===== config.mk =====
export PLATFORM = sky130hd
export DESIGN_NAME = irqc_top
export DESIGN_NICKNAME = d
export VERILOG_FILES = /design/src/rtl/irqc_pkg.sv /design/src/rtl/irqc_bus_decode.sv /design/src/rtl/irqc_flag_reg.sv /design/src/rtl/irqc_enable_reg.sv /design/src/rtl/irqc_req_fsm.sv /design/src/rtl/irqc_top.sv
export SDC_FILE = /design/constraint.sdc
export NUM_CORES = 1
export LEC_CHECK = 0
export BUFFER_PORTS_ARGS = -buffer_cell sky130_fd_sc_hd__buf_2
export CAP_MARGIN = 15
export CORE_MARGIN = 1.5
export CORE_UTILIZATION = 46
export DETAILED_ROUTE_END_ITERATION = 10
export GPL_TIMING_DRIVEN = 0
export PLACE_DENSITY = 0.86
export SYNTH_ARGS = -nofsm -noshare
export SYNTH_HDL_FRONTEND = slang
export SYNTH_SLANG_ARGS = --single-unit
export TNS_END_PERCENT = 20

===== constraint.sdc =====
create_clock -name clk_i -period 1.35 [get_ports clk_i]
set_input_delay 0.0675 -clock clk_i [delete_from_list [all_inputs] [get_ports clk_i]]
set_output_delay 0.0675 -clock clk_i [all_outputs]
set_load 0.1 [all_outputs]

===== src/rtl/irqc_pkg.sv =====
package irqc_pkg;
    localparam int DATA_W      = 8;
    localparam int ADDR_W      = 4;
    localparam int NUM_SRC     = DATA_W - 1;
    localparam logic [ADDR_W-1:0] FLAG_ADDR   = 4'd13;
    localparam logic [ADDR_W-1:0] ENABLE_ADDR = 4'd14;

    typedef enum logic [0:0] {
        REQ_IDLE  = 1'b0,
        REQ_DRIVE = 1'b1
    } req_state_e;
endpackage


===== src/rtl/irqc_bus_decode.sv =====
module irqc_bus_decode
    import irqc_pkg::*;
#(
    parameter int DW = DATA_W,
    parameter int AW = ADDR_W
) (
    input  logic          clk_i,
    input  logic          rst_ni,
    input  logic          cs1_i,
    input  logic          cs2_ni,
    input  logic          rw_i,
    input  logic [AW-1:0] rs_i,
    input  logic [DW-1:0] flag_view_i,
    input  logic [DW-1:0] en_view_i,
    output logic          wr_flag_o,
    output logic          wr_en_o,
    output logic [DW-1:0] rdata_o
);
    logic sel;
    logic hit_flag;
    logic hit_en;

    assign sel      = cs1_i && !cs2_ni;
    assign hit_flag = (rs_i == FLAG_ADDR);
    assign hit_en   = (rs_i == ENABLE_ADDR);

    assign wr_flag_o = sel && !rw_i && hit_flag;
    assign wr_en_o   = sel && !rw_i && hit_en;

    always_comb begin
        rdata_o = '0;
        if (sel && rw_i) begin
            if (hit_flag)
                rdata_o = flag_view_i;
            else if (hit_en)
                rdata_o = en_view_i;
        end
    end

    // at most one register is written per cycle
    a_r10_single_write: assert property (@(posedge clk_i) disable iff (!rst_ni)
        $onehot0({wr_flag_o, wr_en_o}));

    // a deselected bus never returns data
    a_r2_quiet_bus: assert property (@(posedge clk_i) disable iff (!rst_ni)
        !(cs1_i && !cs2_ni) |-> (rdata_o == '0));
endmodule


===== src/rtl/irqc_flag_reg.sv =====
module irqc_flag_reg
    import irqc_pkg::*;
#(
    parameter int NS = NUM_SRC
) (
    input  logic          clk_i,
    input  logic          rst_ni,
    input  logic [NS-1:0] src_set_i,
    input  logic          wr_clr_i,
    input  logic [NS-1:0] clr_bits_i,
    output logic [NS-1:0] flags_o
);
    logic [NS-1:0] flags_q;

    for (genvar g = 0; g < NS; g++) begin : g_flag
        always_ff @(posedge clk_i or negedge rst_ni) begin
            if (!rst_ni)
                flags_q[g] <= 1'b0;
            else if (src_set_i[g])
                flags_q[g] <= 1'b1;
            else if (wr_clr_i && clr_bits_i[g])
                flags_q[g] <= 1'b0;
        end
    end

    assign flags_o = flags_q;

    // every pulsed source is set one edge later, even under a clear
    a_r5_set_wins: assert property (@(posedge clk_i) disable iff (!rst_ni)
        (|src_set_i) |=> ((flags_q & $past(src_set_i)) == $past(src_set_i)));

    // bits written 1 without a concurrent set are gone after the edge
    a_r4_clear: assert property (@(posedge clk_i) disable iff (!rst_ni)
        wr_clr_i |=> ((flags_q & $past(clr_bits_i & ~src_set_i)) == '0));

    // bits neither set nor cleared keep their value
    a_r4_hold: assert property (@(posedge clk_i) disable iff (!rst_ni)
        !wr_clr_i |=> ((flags_q & ~$past(src_set_i)) == ($past(flags_q) & ~$past(src_set_i))));
endmodule


===== src/rtl/irqc_enable_reg.sv =====
module irqc_enable_reg
    import irqc_pkg::*;
#(
    parameter int DW = DATA_W,
    parameter int NS = NUM_SRC
) (
    input  logic          clk_i,
    input  logic          rst_ni,
    input  logic          wr_i,
    input  logic [DW-1:0] wdata_i,
    output logic [NS-1:0] en_o
);
    localparam int MODE_BIT = DW - 1;

    logic [NS-1:0] en_q;
    logic [NS-1:0] en_d;

    always_comb begin
        en_d = en_q;
        if (wr_i) begin
            if (wdata_i[MODE_BIT])
                en_d = en_q | wdata_i[NS-1:0];
            else
                en_d = en_q & ~wdata_i[NS-1:0];
        end
    end

    always_ff @(posedge clk_i or negedge rst_ni) begin
        if (!rst_ni)
            en_q <= '0;
        else
            en_q <= en_d;
    end

    assign en_o = en_q;

    // set form raises every marked bit
    a_r6_set_form: assert property (@(posedge clk_i) disable iff (!rst_ni)
        (wr_i && wdata_i[MODE_BIT]) |=>
            ((en_q & $past(wdata_i[NS-1:0])) == $past(wdata_i[NS-1:0])));

    // clear form drops every marked bit
    a_r6_clear_form: assert property (@(posedge clk_i) disable iff (!rst_ni)
        (wr_i && !wdata_i[MODE_BIT]) |=> ((en_q & $past(wdata_i[NS-1:0])) == '0));

    // unmarked bits are untouched
    a_r6_unmarked: assert property (@(posedge clk_i) disable iff (!rst_ni)
        wr_i |=> ((en_q & ~$past(wdata_i[NS-1:0])) == ($past(en_q) & ~$past(wdata_i[NS-1:0]))));
endmodule


===== src/rtl/irqc_req_fsm.sv =====
module irqc_req_fsm
    import irqc_pkg::*;
(
    input  logic clk_i,
    input  logic rst_ni,
    input  logic pending_i,
    output logic pull_o
);
    req_state_e state_q;
    req_state_e state_d;

    always_ff @(posedge clk_i or negedge rst_ni) begin
        if (!rst_ni)
            state_q <= REQ_IDLE;
        else
            state_q <= state_d;
    end

    always_comb begin
        state_d = state_q;
        pull_o  = 1'b0;
        unique case (state_q)
            REQ_IDLE: begin
                if (pending_i)
                    state_d = REQ_DRIVE;        // idle_to_drive
            end
            REQ_DRIVE: begin
                pull_o = 1'b1;
                if (!pending_i)
                    state_d = REQ_IDLE;         // drive_to_idle
            end
            default: state_d = REQ_IDLE;
        endcase
    end

    // a pending condition drives the line one edge later
    a_r9_assert_line: assert property (@(posedge clk_i) disable iff (!rst_ni)
        pending_i |=> pull_o);

    // no pending condition releases the line one edge later
    a_r9_release_line: assert property (@(posedge clk_i) disable iff (!rst_ni)
        !pending_i |=> !pull_o);
endmodule


===== src/rtl/irqc_top.sv =====
module irqc_top
    import irqc_pkg::*;
(
    input  logic               clk_i,
    input  logic               rst_ni,
    input  logic               cs1_i,
    input  logic               cs2_ni,
    input  logic               rw_i,
    input  logic [ADDR_W-1:0]  rs_i,
    input  logic [DATA_W-1:0]  wdata_i,
    output logic [DATA_W-1:0]  rdata_o,
    input  logic [NUM_SRC-1:0] src_set_i,
    output logic               irq_pull_o
);
    logic               wr_flag;
    logic               wr_en;
    logic [NUM_SRC-1:0] flags;
    logic [NUM_SRC-1:0] enables;
    logic               pending;
    logic [DATA_W-1:0]  flag_view;
    logic [DATA_W-1:0]  en_view;

    assign pending   = |(flags & enables);
    assign flag_view = {pending, flags};
    assign en_view   = {1'b1, enables};

    irqc_bus_decode #(.DW(DATA_W), .AW(ADDR_W)) u_decode (
        .clk_i       (clk_i),
        .rst_ni      (rst_ni),
        .cs1_i       (cs1_i),
        .cs2_ni      (cs2_ni),
        .rw_i        (rw_i),
        .rs_i        (rs_i),
        .flag_view_i (flag_view),
        .en_view_i   (en_view),
        .wr_flag_o   (wr_flag),
        .wr_en_o     (wr_en),
        .rdata_o     (rdata_o)
    );

    irqc_flag_reg #(.NS(NUM_SRC)) u_flags (
        .clk_i      (clk_i),
        .rst_ni     (rst_ni),
        .src_set_i  (src_set_i),
        .wr_clr_i   (wr_flag),
        .clr_bits_i (wdata_i[NUM_SRC-1:0]),
        .flags_o    (flags)
    );

    irqc_enable_reg #(.DW(DATA_W), .NS(NUM_SRC)) u_enables (
        .clk_i   (clk_i),
        .rst_ni  (rst_ni),
        .wr_i    (wr_en),
        .wdata_i (wdata_i),
        .en_o    (enables)
    );

    irqc_req_fsm u_req (
        .clk_i     (clk_i),
        .rst_ni    (rst_ni),
        .pending_i (pending),
        .pull_o    (irq_pull_o)
    );

    // without a valid select the mask never moves
    a_r2_no_mask_change: assert property (@(posedge clk_i) disable iff (!rst_ni)
        !(cs1_i && !cs2_ni) |=> (enables == $past(enables)));

    // a write to another register number leaves the mask alone
    a_r10_other_addr: assert property (@(posedge clk_i) disable iff (!rst_ni)
        (rs_i != FLAG_ADDR && rs_i != ENABLE_ADDR) |=> (enables == $past(enables)));
endmodule


# Word-level counts from Yosys, hierarchy flattened
# Index checks and enable logic that the tools add are counted.
[classes] order_cmp=0 n_shift=0 add_sub_neg=0 div=0 reduce_logical=22 n_eq_ne=2 multipliers=0 bitwise=4 n_mux=20
[ops] operator="two-way mux 8 bit" count=3
[ops] operator="two-way mux 1 bit" count=16
[ops] operator="AND 7 bit" count=2
[ops] operator="nonzero test 2 bit" count=7
[ops] operator="logical AND 1 bit" count=12
[ops] operator="== test 4 bit (second input constant)" count=2
[ops] operator="two-way mux 7 bit" count=1
[ops] operator="inverter 7 bit" count=1
[ops] operator="OR 7 bit" count=1
[ops] operator="OR reduction 7 bit" count=1
[ops] operator="zero test 1 bit" count=2
[word_totals] mem_count=0 mem_bits_rw=0 latchBits=0 reg_bits=15 inputBits=24 mem_bits_ro=0

# Longest topological paths before layout
[depth] word_depth=7 ltp_mapped=5

# Hierarchy
# A second synthesis with hierarchy kept.
[unflattened] cells_unflattened=71 hier_area_um2=754.5
[by_module_without_submodules] module="irqc_enable_reg" seq_area_each_um2=175.2 area_each_um2=280.3 cells_each=21 instances=1
[by_module_without_submodules] module="irqc_flag_reg" seq_area_each_um2=175.2 area_each_um2=254.0 cells_each=21 instances=1
[by_module_without_submodules] module="irqc_bus_decode" seq_area_each_um2=0.0 area_each_um2=161.4 cells_each=23 instances=1
[by_module_without_submodules] module="irqc_top" seq_area_each_um2=0.0 area_each_um2=33.8 cells_each=5 instances=1
[by_module_without_submodules] module="irqc_req_fsm" seq_area_each_um2=25.0 area_each_um2=25.0 cells_each=1 instances=1

# Worst setup path after synthesis
# OpenSTA, ideal clock, no wires.
[synth_path] kind="register to output" startpoint="register u_flags.flags_q[4] (netlist: u_flags.flags_o[4])" endpoint="output rdata_o[7]" t_arrival_ps=2694 n_path_buf=0 stages_incl_launch_ff=4 t_required_ps=1283 path_slack_ps=-1412 cell_sequence="dfrtp_1 a222oi_1 and4_1 nor3_1"
[synth_between] elab_chain_len=4
[synth_rtl] item="from (decl)" line_no="irqc_flag_reg.sv:13" source="logic [NS-1:0] flags_q;"
[synth_rtl] item="from (signal, indexed assignment)" line_no="irqc_flag_reg.sv:18" source="flags_q[g] <= 1'b0;"
[synth_rtl] item="from (signal, indexed assignment)" line_no="irqc_flag_reg.sv:20" source="flags_q[g] <= 1'b1;"
[synth_rtl] item="from (signal, indexed assignment)" line_no="irqc_flag_reg.sv:22" source="flags_q[g] <= 1'b0;"
[synth_rtl] item="AND 7 bit" line_no="irqc_top.sv:23" source="assign pending = |(flags & enables);"
[synth_rtl] item="OR reduction 7 bit" line_no="irqc_top.sv:23"
[synth_rtl] item="two-way mux 8 bit" line_no="irqc_bus_decode.sv:33" source="if (hit_flag)"
[synth_rtl] item="two-way mux 8 bit" line_no="irqc_bus_decode.sv:32" source="if (sel && rw_i) begin"
[synth_rtl] item="to (decl)" line_no="irqc_top.sv:11" source="output logic [DATA_W-1:0] rdata_o,"
# Every way passes these cells.

==> flow_summary.yaml <==
synthesis:
  yosysUniqueCellTypes: 17
  syn_area_um2: 828
  ys_warn_count: 0
  yosysSeqAreaShare_pct: 45.3
  synth_top_area_share_pct: 45.3
  synth_nets: 97
  synth_area_leaders: "dfrtp_1 45%, a22oi_1 8.2%, nand3_1 7.3%"
  synth_cells: 73
  ys_ff_latch: 15
  syn_avg_cell_area_um2: 11.3
  yosys.area.top_type: "dfrtp_1"
placed_design:
  portBuffers: 32
  place_congestion: 0.793
  dp.cells: 130
  dp_hpwl_um: 1350
  dpl_cell_area_mm2: 0.00105
floorplan:
  dieArea_mm2: 0.00206
  die_height_um: 45.4
  dieWidth_um: 45.4
  initial_core_util_pct: 48.5
  coreArea_mm2: 0.00171
  num_rows: 15
  num_io_pins: 33
global_routing:
  overflow: 0
  antenna_found_initial: 0
  grt_pass1_vias: 683
  grt_use_total_pct: 21.5
  grt_max_degree: 16
  grt_pass1_wl_um: 3110
clock_network:
  cts_tree: "yes"
  cts.htree.levels: 1
  clock_sinks: 15
  clockBufferDepth: 2
  clkTransAtPathRegs_ns: 0.09
  clk_latency_ns: 0.29
  numCtsBuffers: 3
  root_buffer: "clkbuf_4"
critical_path:
  crit_fanout: 2
  end_kind: "output port"
  cp.arrival_ns: 1.63
  crit_required_ns: 1.28
  cp-start-kind: "flip-flop"
  reg2reg_depth: 3
  path_class: "flip-flop to output port"
timing:
  fin_crit_ns: 1.70
  max_freq_mhz: 588
  fin_crit_sh_pct: 126
  timing_hold_violations_final: 0
  grt_setup_unrepaired: "true"
  finalMaxSlewViolations: 0
  fin_ws_ns: -0.350
  setup_viol: 2
  maxSlewHeadroom_pct: 57.9
  clock_skew_ns: 0.00719
  worstMarginPinSlew_ns: 0.630
finish:
  layout_commonest_cell: "buf_2"
  layout_common_cells: "25 x buf_2, 15 x dfrtp_1, 12 x nand3_1"
  area_growth_pct: 51.8
  num-nets-final: 144
  final_util_pct: 73.6
  fin_cells: 144
  fill_cells: 113
  antenna_cells: 0
  drive_gt1_share_pct: 48.7
  stdcell_area_mm2: 0.00126
outcome:
  status: "complete, but fails checks"
  violations: "setup timing"
drt:
  ant_nets: 0
  via_per_inst: 5.54
  firstDrtPassIters: 4
  wl_per_cell_um: 14.9
  drcViolationCount: 0
  drt-total-wl_um: 2150
  num_vias: 798
  drt-initial-drc-count: 27
power:
  ir_worst_vdd_v: 0.000536
  leakagePower_uw: 0.000524
  cellPowerDensity_mw_per_mm2: 817
hold_path:
  whs_path_depth: 3
  min_path_type: "primary input to flip-flop"
run:
  drv_cap: 0
[Yosys cell counts]
cell type,count
dfrtp_1,15
nand3_1,12
a22oi_1,9
nor2_1,8
a21o_1,7
mux2_1,4
mux2_4,3
nand3_2,3
and4b_1,2
buf_2,2
buf_6,2
a222oi_1,1
and4_1,1
buf_12,1
nand3b_1,1
nor3_1,1
nor3b_4,1
[timing repair]
| action | in CTS | in global routing |
|---|---|---|
| setup buffers | 2 | 0 |
| hold buffers | 8 | 0 |
| pin swaps | 3 | 1 |
| gates resized for setup | 16 | 8 |
| hold endpoints to repair | 22 | 0 |
| endpoints found under the setup margin | 8 | 8 |
[final cells by class]
| class | instances | area (um^2) | area share, % |
|---|---|---|---|
| clock buffers | 4 | 26.3 | 2.09 |
| plain buffers | 5 | 58.8 | 4.68 |
| well taps | 25 | 31.3 | 2.49 |
| flip-flops and latches | 15 | 375 | 29.9 |
| multi-input cells | 53 | 439 | 34.9 |
| repair buffers | 42 | 327 | 26.0 |
[power by group]
| part | internal, uW | leakage, uW | switching [uW] |
|---|---|---|---|
| clock | 115 | 0.0000150 | 148 |
| combinational | 105 | 0.000341 | 166 |
| sequential | 476 | 0.000168 | 17.0 |
| total | 697 | 0.000524 | 331 |
[kinds of logic after synthesis]
| kind of cell | share of synthesized area [%] |
|---|---|
| mux | 10.9 |
| simple gates | 21.8 |
| compound gates | 15.7 |
| flops | 45.3 |
| buf+inv | 6.34 |
[per-layer routing]
layer	share of wire (%)	wire length (um)	up-vias	global-route usage, %
met5	0	0	-	0
li1	-	-	368	-
met1	42	897	390	28.1
met3	6.1	131	4	2.78
met4	2.5	54	0	14.1
met2	49	1060	36	33.0
[critical path, stage by stage, from the launching register on]
cell,delay [ns]
dfrtp_1,0.40
a222oi_1,0.38
and4_1,0.30
nor3_4,0.06
buf_12,0.19
[path summary, 6_finish.rpt]
path,startpoint,to,slack [ns]
min reg2reg,u_flags.flags_o[3],u_flags.flags_o[3],0.52
max in group asynchronous,rst_ni,async pin,0.90
min,wdata_i[0],u_flags.flags_o[0],0.07
max,flip-flop,rdata_o[7],-0.35
min in group asynchronous,rst_ni,u_req.state_q,0.19
max reg2reg,flip-flop,u_req.state_q,0.21
[through the flow]
| step | hold slack (ns) | setup TNS [ns] | setup slack (ns) | total power [uW] |
|---|---|---|---|---|
| 4_1_cts | 0.0757 | -0.343 | -0.343 | 1030 |
| 6_report | 0.0717 | -0.363 | -0.350 | 1030 |
| 3_3_place_gp | -0.0134 | -1.36 | -0.187 | 728 |
| 5_1_grt | 0.0701 | -0.491 | -0.439 | 1080 |
| 3_5_place_dp | -0.0115 | -1.51 | -0.206 | 734 |
| 2_1_floorplan | -0.228 | -1.49 | -0.219 | 656 |
Note: power is estimated with default switching activity, not from simulation.
